`src/rtl/cmp_irq_pkg.sv`:
```
package cmp_irq_pkg;

    localparam int DATA_W      = 8;
    localparam int SYNC_STAGES = 2;

    typedef enum logic [1:0] {
        MODE_TOGGLE = 2'b00,
        MODE_RSVD   = 2'b01,
        MODE_FALL   = 2'b10,
        MODE_RISE   = 2'b11
    } edge_mode_t;

    typedef struct packed {
        logic       mux_en;
        logic       cap_route;
        edge_mode_t mode;
        logic       irq_en;
    } ctrl_t;

    localparam int CTRL_W = $bits(ctrl_t);

    localparam logic ADDR_CTRL = 1'b0;
    localparam logic ADDR_STAT = 1'b1;

    function automatic logic edge_hit(edge_mode_t m, logic now, logic prev);
        logic hit;
        case (m)
            MODE_TOGGLE: hit = now ^ prev;
            MODE_FALL:   hit = prev & ~now;
            MODE_RISE:   hit = now & ~prev;
            default:     hit = 1'b0;
        endcase
        return hit;
    endfunction

endpackage

```
`src/rtl/cmp_sampler.sv`:
```
module cmp_sampler #(
    parameter int STAGES = 2
) (
    input  logic clk,
    input  logic rst,
    input  logic async_in,
    output logic smp_now,
    output logic smp_prev
);
    logic [STAGES-1:0] chain;
    logic              prev_q;

    always_ff @(posedge clk) begin
        if (rst) begin
            chain  <= {STAGES{async_in}};
            prev_q <= async_in;
        end else begin
            chain  <= {chain[STAGES-2:0], async_in};
            prev_q <= chain[STAGES-1];
        end
    end

    assign smp_now  = chain[STAGES-1];
    assign smp_prev = prev_q;
endmodule

```
`src/rtl/cmp_ctrl_regs.sv`:
```
module cmp_ctrl_regs
    import cmp_irq_pkg::*;
#(
    parameter int DW = DATA_W
) (
    input  logic          clk,
    input  logic          rst,
    input  logic          wr,
    input  logic          addr,
    input  logic [DW-1:0] wdata,
    input  logic          flag,
    input  logic          level,
    output ctrl_t         ctrl,
    output logic          clr_req,
    output logic [DW-1:0] rdata
);
    ctrl_t ctrl_q;
    logic  unused_hi;

    assign unused_hi = ^wdata[DW-1:CTRL_W];

    always_ff @(posedge clk) begin
        if (rst) begin
            ctrl_q <= '0;
        end else if (wr && addr == ADDR_CTRL) begin
            ctrl_q <= ctrl_t'(wdata[CTRL_W-1:0]);
        end
    end

    assign clr_req = wr && (addr == ADDR_STAT) && wdata[0];
    assign ctrl    = ctrl_q;

    always_comb begin
        rdata = '0;
        if (addr == ADDR_CTRL) begin
            rdata[CTRL_W-1:0] = ctrl_q;
        end else begin
            rdata[0] = flag;
            rdata[1] = level;
        end
    end
endmodule

```
`src/rtl/cmp_flag.sv`:
```
module cmp_flag (
    input  logic clk,
    input  logic rst,
    input  logic evt,
    input  logic ack,
    input  logic clr_req,
    output logic flag_q
);
    always_ff @(posedge clk) begin
        if (rst) begin
            flag_q <= 1'b0;
        end else if (evt) begin
            flag_q <= 1'b1;
        end else if (ack || clr_req) begin
            flag_q <= 1'b0;
        end
    end
endmodule

```
`src/rtl/cmp_irq_ctrl.sv`:
```
module cmp_irq_ctrl
    import cmp_irq_pkg::*;
(
    input  logic              clk,
    input  logic              rst,
    input  logic              cmp_in,
    input  logic              reg_wr,
    input  logic              reg_addr,
    input  logic [DATA_W-1:0] reg_wdata,
    output logic [DATA_W-1:0] reg_rdata,
    input  logic              irq_ack,
    input  logic              gie,
    input  logic              adc_en,
    output logic              irq_req,
    output logic              cap_trig,
    output logic              neg_sel_mux
);
    ctrl_t      ctrl;
    edge_mode_t mode_w;
    logic       smp_now, smp_prev;
    logic       evt_w, clr_req, flag_q;

    cmp_sampler #(.STAGES(SYNC_STAGES)) u_sampler (
        .clk      (clk),
        .rst      (rst),
        .async_in (cmp_in),
        .smp_now  (smp_now),
        .smp_prev (smp_prev)
    );

    cmp_ctrl_regs #(.DW(DATA_W)) u_regs (
        .clk     (clk),
        .rst     (rst),
        .wr      (reg_wr),
        .addr    (reg_addr),
        .wdata   (reg_wdata),
        .flag    (flag_q),
        .level   (smp_now),
        .ctrl    (ctrl),
        .clr_req (clr_req),
        .rdata   (reg_rdata)
    );

    assign mode_w = ctrl.mode;
    assign evt_w  = edge_hit(mode_w, smp_now, smp_prev);

    cmp_flag u_flag (
        .clk     (clk),
        .rst     (rst),
        .evt     (evt_w),
        .ack     (irq_ack),
        .clr_req (clr_req),
        .flag_q  (flag_q)
    );

    assign irq_req     = flag_q & ctrl.irq_en & gie;
    assign cap_trig    = ctrl.cap_route & smp_now;
    assign neg_sel_mux = ctrl.mux_en & ~adc_en;
endmodule

```
`config.mk`:
```
export PLATFORM = sky130hd
export DESIGN_NAME = cmp_irq_ctrl
export DESIGN_NICKNAME = d
export VERILOG_FILES = /design/src/rtl/cmp_irq_pkg.sv /design/src/rtl/cmp_sampler.sv /design/src/rtl/cmp_ctrl_regs.sv /design/src/rtl/cmp_flag.sv /design/src/rtl/cmp_irq_ctrl.sv
export SDC_FILE = /design/constraint.sdc
export NUM_CORES = 1
export LEC_CHECK = 0
export CAP_MARGIN = 30
export CORE_AREA = 2 2 39 41
export DETAILED_ROUTE_END_ITERATION = 7
export DIE_AREA = 0 0 41 43
export GPL_ROUTABILITY_DRIVEN = 0
export GPL_TIMING_DRIVEN = 0
export PLACE_DENSITY = 0.79
export SLEW_MARGIN = 20
export SYNTH_ARGS = -nofsm -noshare
export SYNTH_HDL_FRONTEND = slang
export SYNTH_SLANG_ARGS = --single-unit
```
`constraint.sdc`:
```
create_clock -name clk -period 2.73 [get_ports clk]
set_input_delay 0.6825 -clock clk [delete_from_list [all_inputs] [get_ports clk]]
set_output_delay 0.6825 -clock clk [all_outputs]
set_load 0.005 [all_outputs]
```
After elaboration in Yosys (flattened, before gate mapping)
Index checks and enable logic that the tools add are counted.

Flip-flop bits (word level): 9. Input port bits: 16. Logic and storage cells: 33. Output and inout bits: 11.

Reductions and logical operators: 6. Multiplexer cells: 7. Equality and inequality tests: 2. Bitwise operators: 11.

Operators by type and width (count): 1-bit AND (6); 2-bit == test (second input constant) (2); 2-bit 2-to-1 mux (2); 1-bit NOT (4); 1-bit logical AND (3); 1-bit 2-to-1 mux (3); 3-bit 2-to-1 mux (1); 1-bit one-hot mux with 3 select lines (1); 2-bit zero test (1); 2-bit nonzero test (1); 1-bit logical OR (1); 1-bit XOR (1).

Logic depth before layout (Yosys ltp)
Gate-level depths: netlist of the first run.

Word-level depth: 5. Mapped depth: 5. Depth with buffers taken out: 5.

By module
A second synthesis of the first run with hierarchy kept.

Cell total of the unflattened synthesis: 52. Area total of the unflattened synthesis: 536.8 um^2.

By module, submodules not included: cmp_ctrl_regs (area an instance 327.8 um^2, instances 1, cells each 32, seq. area each 100.1 um^2); cmp_irq_ctrl (area an instance 88.8 um^2, instances 1, cells each 11, seq. area each 0.0 um^2); cmp_sampler (area an instance 82.6 um^2, instances 1, cells each 5, seq. area each 60.1 um^2); cmp_flag (area an instance 37.5 um^2, instances 1, cells each 4, seq. area each 20.0 um^2).

Worst setup path before layout of the first run
No wires, ideal clock.

Kind: in2out. Start: in reg_addr. End: out reg_rdata[0]. Data required time: 2.047 ns. Path slack: 1.058 ns. Cell stages on the path: 1. Arrival: 0.989 ns. Buffers on the path: 0. Cells stage by stage: mux2_1.

Word-level cells in the longest chain between the ends: 1.

RTL lines: from (decl) (line cmp_irq_ctrl.sv:8) `input logic reg_addr,`; 2-bit 2-to-1 mux (line cmp_ctrl_regs.sv:35) `if (addr == ADDR_CTRL) begin`; to (decl) (line cmp_irq_ctrl.sv:10) `output logic [DATA_W-1:0] reg_rdata,`.

Every way passes these cells.

Worst setup path in the final report of the first run
Start: in reg_addr. End: out reg_rdata[1].

The elaborated chain is that of the path after synthesis.

==> results.json, run 1 <==
{
  "status": "finished, final reports clean",
  "power.internal_w": 0.000237,
  "pre_cts_ws_ns": -0.0746,
  "use_met1": 0.161,
  "fin_skew_ns": 0.000219,
  "slew_viol_final": 0,
  "h-tree-depth": 1,
  "crit_slowest_cell": "clkdlybuf4s50_1",
  "post_dp_cell_area_um2": 672,
  "first_pass_iters": 4,
  "switching_share": 0.240,
  "clk_path_buf_depth": 2,
  "syn_to_final_growth_pct": 53.4,
  "timing.fmax_mhz": 391,
  "period_share": 0.936,
  "setup_viol": 0,
  "hp-class": "register to register",
  "grt_pass1_vias": 365,
  "cp_cell_sequence": "dlygate4sd2_1, mux2_1, clkdlybuf4s50_1",
  "total_power_w": 0.000312,
  "design_area_um2": 697,
  "clock_latency_ns": 0.26,
  "netlist_area_um2": 454,
  "cts_setup_buffers": 0,
  "grt_pass1_wl_mm": 1.47,
  "viasPerCell": 4.44,
  "synthCells": 49,
  "pin_count": 27,
  "yosys_warnings": 0,
  "power.density_nw_per_um2": 448,
  "grt_use_met2": 0.184,
  "clkPwrFrac": 0.332,
  "clk_pin_slew_ns": 0.06,
  "route.detailed.wl_per_inst_um": 10.7,
  "max_stage_delay_ns": 0.46,
  "final_hold_viol_count": 0,
  "ant_nets": 0,
  "cts_root_buffer": "clkbuf_4",
  "synth_top_area_share": 0.397,
  "cts_tree": "built",
  "yosysUniqueCellTypes": 22,
  "ir_drop_uv": 257,
  "die_x_um": 41,
  "path_class": "input pin to output port",
  "route.vias.total": 400,
  "critPathLaunchType": "input pin",
  "drv_cap": 0,
  "drc": 0,
  "dpl.hpwl_um": 689,
  "fin_crit_ns": 2.56,
  "numCtsBuffers": 3,
  "regArea_um2": 180,
  "grt_max_degree": 10,
  "antenna_cells": 0,
  "antenna_found_initial": 0,
  "seq_power_share": 0.470,
  "arrival_ns": 1.87,
  "grt_overflow_total": 0,
  "die_h_um": 43,
  "setup_slack_ns": 0.174,
  "fillers": 145,
  "grt-busiest-layer": "met2",
  "drive_gt1_frac": 0.122,
  "die_area_um2": 1760,
  "share_comb_of_total_power": 0.198,
  "ys_seq_area_frac": 0.397,
  "leakage_nw": 0.306,
  "first_iter_violations": 3,
  "worstPathRequired_ns": 2.05,
  "num_rows": 14,
  "gr-usage-met3": 0.0314,
  "multi_input_area_um2": 229,
  "groute.usage.overall": 0.127,
  "cts-hold-fix-buffers": 0,
  "yosys-top-cells-area": "dfxtp_1 (40%), mux2i_1 (11%), ha_1 (5.5%)",
  "p_sw_w": 0.0000749,
  "numPortBuffers": 19,
  "cts_sinks": 9,
  "drt_wl_total_um": 959,
  "start_util": 0.328,
  "crit_family": "buffers and inverters",
  "yosysTopAreaCell": "dfxtp_1",
  "core_um2": 1380,
  "end_kind": "output port",
  "crit_fanout": 7,
  "ys_ff_latch": 9,
  "synth_area_per_cell_um2": 9.27,
  "path_buf_inv": 2,
  "final_nets": 93,
  "rsz0062_at_grt": "false"
}
## state kept, by name, summed over array words and instances (netlist names)
register            count
u_regs.ctrl             5
u_sampler.smp_prev      1
u_flag.flag_q           1
u_sampler.chain         2
## final cells by class
| cell class | count | area share |
|---|---|---|
| Timing Repair Buffer | 19 | 0.271 |
| Clock buffer | 4 | 0.0377 |
| Tap cell | 16 | 0.0287 |
| Multi-Input combinational cell | 33 | 0.329 |
| Buffer | 5 | 0.0539 |
| Sequential cell | 9 | 0.259 |
| Inverter | 4 | 0.0215 |
## logic make-up (layout without fill, tap and decap cells)
family	Yosys count	in the layout	synth area share
AO/OA/AOI/OAI	4	4	0.0551
buffers and inverters	9	32	0.116
flip-flops	9	9	0.397
adder cells (fa/ha/maj)	2	2	0.0551
other	1	3	0.00826
AND/OR/NAND/NOR	17	17	0.209
multiplexers	7	7	0.160
## power by group through the flow
stage | clock (W) | sequential (W) | combinational [W]
finish | 0.000104 | 0.000147 | 0.0000619
global route | 0.000112 | 0.000148 | 0.0000681
global placement | 0 | 0.000149 | 0.0000605
detailed placement | 0 | 0.000149 | 0.0000617
CTS | 0.000106 | 0.000147 | 0.0000624
floorplan | 0 | 0.000148 | 0.0000308
## worst register-to-register path, stage by stage (launching register included)
cell and delay (ns):
dfxtp_1 0.38, inv_1 0.07, ha_1 0.29, nor2b_1 0.13, a211o_1 0.27, a31oi_1 0.15
## synth_stat cells
library cell	instances
dfxtp_1	9
mux2i_1	5
nor2_1	5
nor2b_1	4
buf_4	3
inv_1	3
ha_1	2
mux2_1	2
nand3_1	2
o21ai_0	2
a211o_1	1
a31oi_1	1
and2_1	1
and2b_2	1
and3_1	1
buf_6	1
clkbuf_1	1
clkinv_1	1
conb_1	1
nand2_1	1
nand3b_1	1
nor2b_2	1
## cells in the final DEF (no fill, tap or decap), drive strengths merged, types with 2 or more instances in the layout
cell           synthesis  routed
nor2b                  5       5
clkdlybuf4s50          0      18
nand3                  2       2
conb                   1       3
inv                    3       3
ha                     2       2
clkbuf                 1       5
o21ai                  2       2
mux2                   2       2
dfxtp                  9       9
buf                    4       4
mux2i                  5       5
nor2                   5       5
## what timing repair did
item,in CTS,in global routing
setup endpoints to repair,2,0
hold endpoints to repair,0,0
resized for setup,1,0
## routing by layer
layer  part of all wire  routed length, um
met2               0.45                432
met4                  0                  0
met1               0.46                440
met3              0.091                 87
met5                  0                  0
## worst paths after layout
kind / start / slack [ns] / cells past startpoint / endpoint
setup / recovery: reg_addr / 0.17 / 3 / reg_rdata[1]
hold / removal: u_sampler.chain[0] / 0.45 / 2 / u_sampler.chain[1]
setup reg to reg: u_sampler.chain[1] / 1.38 / 5 / u_flag.flag_q
hold reg to reg: u_sampler.chain[0] / 0.45 / 2 / u_sampler.chain[1]
## through the flow
| stage | utilization | setup TNS [ns] | hold WS (ns) | std cells |
|---|---|---|---|---|
| 6_report | 0.504 | 0 | 0.448 | 90 |
| 5_1_grt | 0.504 | 0 | 0.492 | 90 |
| 3_3_place_gp | 0.486 | -0.138 | 0.419 | 86 |
| 3_5_place_dp | 0.486 | -0.133 | 0.432 | 86 |
| 4_1_cts | 0.504 | 0 | 0.451 | 90 |
| 2_1_floorplan | - | 0 | 0.415 | 51 |
Note: power is estimated with default switching activity, not from simulation.
==> inputs of run 2 (changes only) <==
- CORE_AREA: 2 2 39 41 -> not set
- CORE_UTILIZATION: not set -> 31
- DIE_AREA: 0 0 41 43 -> not set
- PLACE_DENSITY: 0.79 -> 0.76
- clock period: 2.73 -> 2.2 ns (I/O delays scaled with it)
==> results.json, run 2 (synthesis gave the netlist of run 1 again) <==
{
  "route.detailed.wl_per_inst_um": 9.40,
  "clk_path_buf_depth": 2,
  "numCtsBuffers": 3,
  "final_hold_viol_count": 0,
  "share_comb_of_total_power": 0.197,
  "status": "finished, final reports clean",
  "pin_count": 27,
  "final_core_util": 0.524,
  "fin_hold_ws_ns": 0.445,
  "r2r_cells": 5,
  "fin_skew_ns": 0.00180,
  "total_power_w": 0.000383,
  "first_pass_iters": 3,
  "leakage_nw": 0.324,
  "reg2reg_to": "u_flag.flag_q",
  "layout_common_cells": "clkdlybuf4s50_1 (17), dfxtp_1 (9), mux2i_1 (5), nor2_1 (5), nor2b_1 (4)",
  "ant_nets": 0,
  "drt_wl_total_um": 837,
  "antenna_found_initial": 0,
  "core_um2": 1330,
  "numPortBuffers": 19,
  "period_share": 0.986,
  "clkPwrFrac": 0.329,
  "layout_commonest_cell": "clkdlybuf4s50_1",
  "drv_cap": 0,
  "cts_tree": "built",
  "crit_end": "reg_rdata[1]",
  "num_rows": 13,
  "ir_drop_uv": 341,
  "cts-hold-fix-buffers": 0,
  "path_class": "input pin to output port",
  "die_h_um": 40.3,
  "antenna_cells": 0,
  "die_area_um2": 1620,
  "seq_power_share": 0.473,
  "slew_viol_final": 0,
  "syn_to_final_growth_pct": 54.0,
  "final_nets": 93,
  "postCtsResizedCells": 3,
  "fin_crit_ns": 2.17,
  "groute.usage.overall": 0.115,
  "p_sw_w": 0.0000887,
  "end_kind": "output port",
  "switching_share": 0.232,
  "first_iter_violations": 5,
  "power.internal_w": 0.000294,
  "fin_setup_tns_ns": 0,
  "cts_setup_buffers": 0,
  "viasPerCell": 4.31,
  "cts_sinks": 9,
  "timing.critical_path.from": "reg_addr",
  "hp-class": "register to register",
  "dpl.hpwl_um": 618,
  "route.vias.total": 384,
  "grt_overflow_total": 0,
  "grt_pass1_vias": 312,
  "drive_gt1_frac": 0.135,
  "crit_fanout": 7,
  "r2r_start": "u_sampler.chain[1]",
  "drc": 0,
  "cts_root_buffer": "clkbuf_4",
  "start_util": 0.341,
  "clock_latency_ns": 0.26,
  "worstPathRequired_ns": 1.65,
  "critPathLaunchType": "input pin",
  "grt_max_degree": 10,
  "largest_register_ffs": 5,
  "clk_pin_slew_ns": 0.06,
  "grt_pass1_wl_mm": 1.19,
  "setup_viol": 0,
  "timing.fmax_mhz": 461,
  "power.density_nw_per_um2": 548,
  "h-tree-depth": 1,
  "arrival_ns": 1.62,
  "die_x_um": 40.3,
  "rsz0062_at_grt": "false",
  "r2r_slack_ns": 0.89
}
run 2: worst min-delay path by stage:
stage / startpoint / end / slack [ns] / depth (start not counted)
finish: u_sampler.chain[0] / u_sampler.chain[1] / 0.45 / 2
global route: u_sampler.chain[0] / u_sampler.chain[1] / 0.50 / 2
global placement: u_sampler.chain[0] / u_sampler.chain[1] / 0.42 / 2
detailed placement: u_sampler.chain[0] / u_sampler.chain[1] / 0.44 / 2
CTS: u_sampler.chain[0] / u_sampler.chain[1] / 0.45 / 2
floorplan: u_sampler.chain[0] / u_sampler.chain[1] / 0.42 / 2
run 2: per-stage QoR:
step,setup WS [ns],cell area [um2],instances
after floorplan,0.793,462,51
after global placement,-0.349,671,85
after detailed placement,-0.354,671,85
after CTS,0.0138,698,89
after global routing,0.00245,699,89
final,0.0303,699,89
run 2: critical path, stage by stage:
cell and delay, ns:
clkdlybuf4s18_2 0.27, mux2_1 0.35, clkdlybuf4s50_1 0.45
run 2: final cells by class:
class	count	area, um2
clock buffers	4	26.3
flip-flops and latches	9	180
well taps	15	18.8
inverters	4	15.0
repair buffers	19	193
multi-input cells	33	229
fillers	133	634
plain buffers	5	37.5
run 2: power by group through the flow:
stage / Clock [W] / Sequential (W) / Combinational, W
after detailed placement: 0 / 0.000185 / 0.0000758
after global routing: 0.000143 / 0.000183 / 0.0000839
after CTS: 0.000130 / 0.000181 / 0.0000766
final: 0.000126 / 0.000181 / 0.0000756
after floorplan: 0 / 0.000183 / 0.0000382
after global placement: 0 / 0.000185 / 0.0000748
run 2: metal layers:
metal / wire length (um) / track usage / vias to the layer above
met5: 0 / 0 / -
met4: 0 / 0.0750 / 0
met3: 80 / 0.0333 / 0
met2: 346 / 0.169 / 20
met1: 410 / 0.145 / 160
li1: - / - / 204
==> inputs of run 3 (changes only) <==
- CORE_MARGIN: not set -> 5
- CTS_CLUSTER_DIAMETER: not set -> 80
==> results.json, run 3 (synthesis gave the netlist of run 1 again) <==
{
  "numPortBuffers": 19,
  "slew_viol_final": 0,
  "fillers": 134,
  "end_kind": "output port",
  "max_stage_delay_ns": 0.50,
  "arrival_ns": 1.55,
  "regArea_um2": 180,
  "syn_to_final_growth_pct": 52.9,
  "power.density_nw_per_um2": 546,
  "antenna_found_initial": 0,
  "die_x_um": 48.3,
  "fin_crit_ns": 2.10,
  "final_nets": 93,
  "num_rows": 13,
  "crit_slowest_cell": "clkdlybuf4s50_1",
  "drv_cap": 0,
  "cp_cell_sequence": "clkdlybuf4s50_1, nor2b_1, clkdlybuf4s50_1",
  "viasPerCell": 4.30,
  "numCtsBuffers": 3,
  "total_power_w": 0.000379,
  "clk_pin_slew_ns": 0.06,
  "die_area_um2": 2330,
  "leakage_nw": 0.323,
  "worstPathRequired_ns": 1.65,
  "route.vias.total": 383,
  "cts_sinks": 9,
  "drt_wl_total_um": 911,
  "layout_common_cells": "clkdlybuf4s50_1 (17), dfxtp_1 (9), mux2i_1 (5), nor2_1 (5), nor2b_1 (4)",
  "route.detailed.wl_per_inst_um": 10.2,
  "pre_cts_ws_ns": -0.351,
  "layout_commonest_cell": "clkdlybuf4s50_1",
  "setup_viol": 0,
  "groute.usage.overall": 0.0872,
  "cp_common_cell": "clkdlybuf4s50_1",
  "fin_skew_ns": 0.000995,
  "first_pass_iters": 4,
  "dpl.hpwl_um": 712,
  "crit_family": "buffers and inverters",
  "period_share": 0.953,
  "grt_max_degree": 10,
  "design_area_um2": 694,
  "start_util": 0.336,
  "critPathLaunchType": "input pin",
  "path_class": "input pin to output port",
  "h-tree-depth": 1,
  "clk_path_buf_depth": 2,
  "path_buf_inv": 2,
  "largest_register_ffs": 5,
  "hp-class": "register to register",
  "first_iter_violations": 1,
  "rsz0062_at_grt": "false",
  "die_h_um": 48.3,
  "status": "finished, final reports clean",
  "pin_count": 27,
  "grt_pass1_vias": 332,
  "fin_setup_tns_ns": 0,
  "core_um2": 1350,
  "ant_nets": 0,
  "clock_latency_ns": 0.25,
  "fin_hold_ws_ns": 0.435,
  "antenna_cells": 0,
  "multi_input_area_um2": 229,
  "cts_root_buffer": "clkbuf_4",
  "post_dp_cell_area_um2": 671,
  "setup_slack_ns": 0.104,
  "cts_tree": "built",
  "drc": 0,
  "crit_fanout": 1,
  "timing.fmax_mhz": 477,
  "ir_drop_uv": 355,
  "grt_pass1_wl_mm": 1.34,
  "drive_gt1_frac": 0.135,
  "final_hold_viol_count": 0,
  "grt_overflow_total": 0
}
run 3: changes by cell type in the layout (fill, tap and decap cells not counted), sizes merged:
cell	change
clkdlybuf4s18	-1
buf	+1
run 3: what timing repair did:
action                     CTS  global route
hold buffers                 0             0
setup endpoints to repair    5             2
setup buffers                0             0
resized for setup            3             3
run 3: worst register-to-register path: cells and delay by family, from the launching register on:
family | cells | cell delay [ns]
fa+ha+maj | 1 | 0.29
buf+inv | 1 | 0.07
flops | 1 | 0.37
simple gates | 1 | 0.13
compound gates | 2 | 0.41
run 3: area by class of cell:
type,instances,share of cell area
clock buffer,4,0.0378
timing repair buffer,19,0.270
inverter,4,0.0216
buffer,5,0.0541
sequential,9,0.259
multi-input combinational,33,0.330
tap,15,0.0270
run 3: final timing paths:
path                                    startpoint                  to  slack (ns)  cells past startpoint
worst max-delay path                        adc_en         neg_sel_mux        0.10                      3
worst min-delay path            u_sampler.chain[0]  u_sampler.chain[1]        0.43                      2
worst max register to register  u_sampler.chain[1]       u_flag.flag_q        0.87                      5
worst min register to register  u_sampler.chain[0]  u_sampler.chain[1]        0.43                      2
run 3: per-stage QoR:
step	utilization	instances
2_1_floorplan	-	51
3_3_place_gp	0.497	85
3_5_place_dp	0.497	85
4_1_cts	0.517	89
5_1_grt	0.514	89
6_report	0.514	89
run 3: per-layer routing:
layer | part of all wire | global-route usage
met5 | 0 | 0
met4 | 0 | 0.0161
met3 | 0.15 | 0.0664
met2 | 0.43 | 0.125
met1 | 0.42 | 0.105
run 3: where the power goes:
| group | internal (W) | leakage [nW] | total, W | switching [W] |
|---|---|---|---|---|
| clock | 0.0000696 | 0.0150 | 0.000122 | 0.0000529 |
| sequential | 0.000174 | 0.0746 | 0.000181 | 0.00000707 |
| combinational | 0.0000499 | 0.233 | 0.0000754 | 0.0000255 |
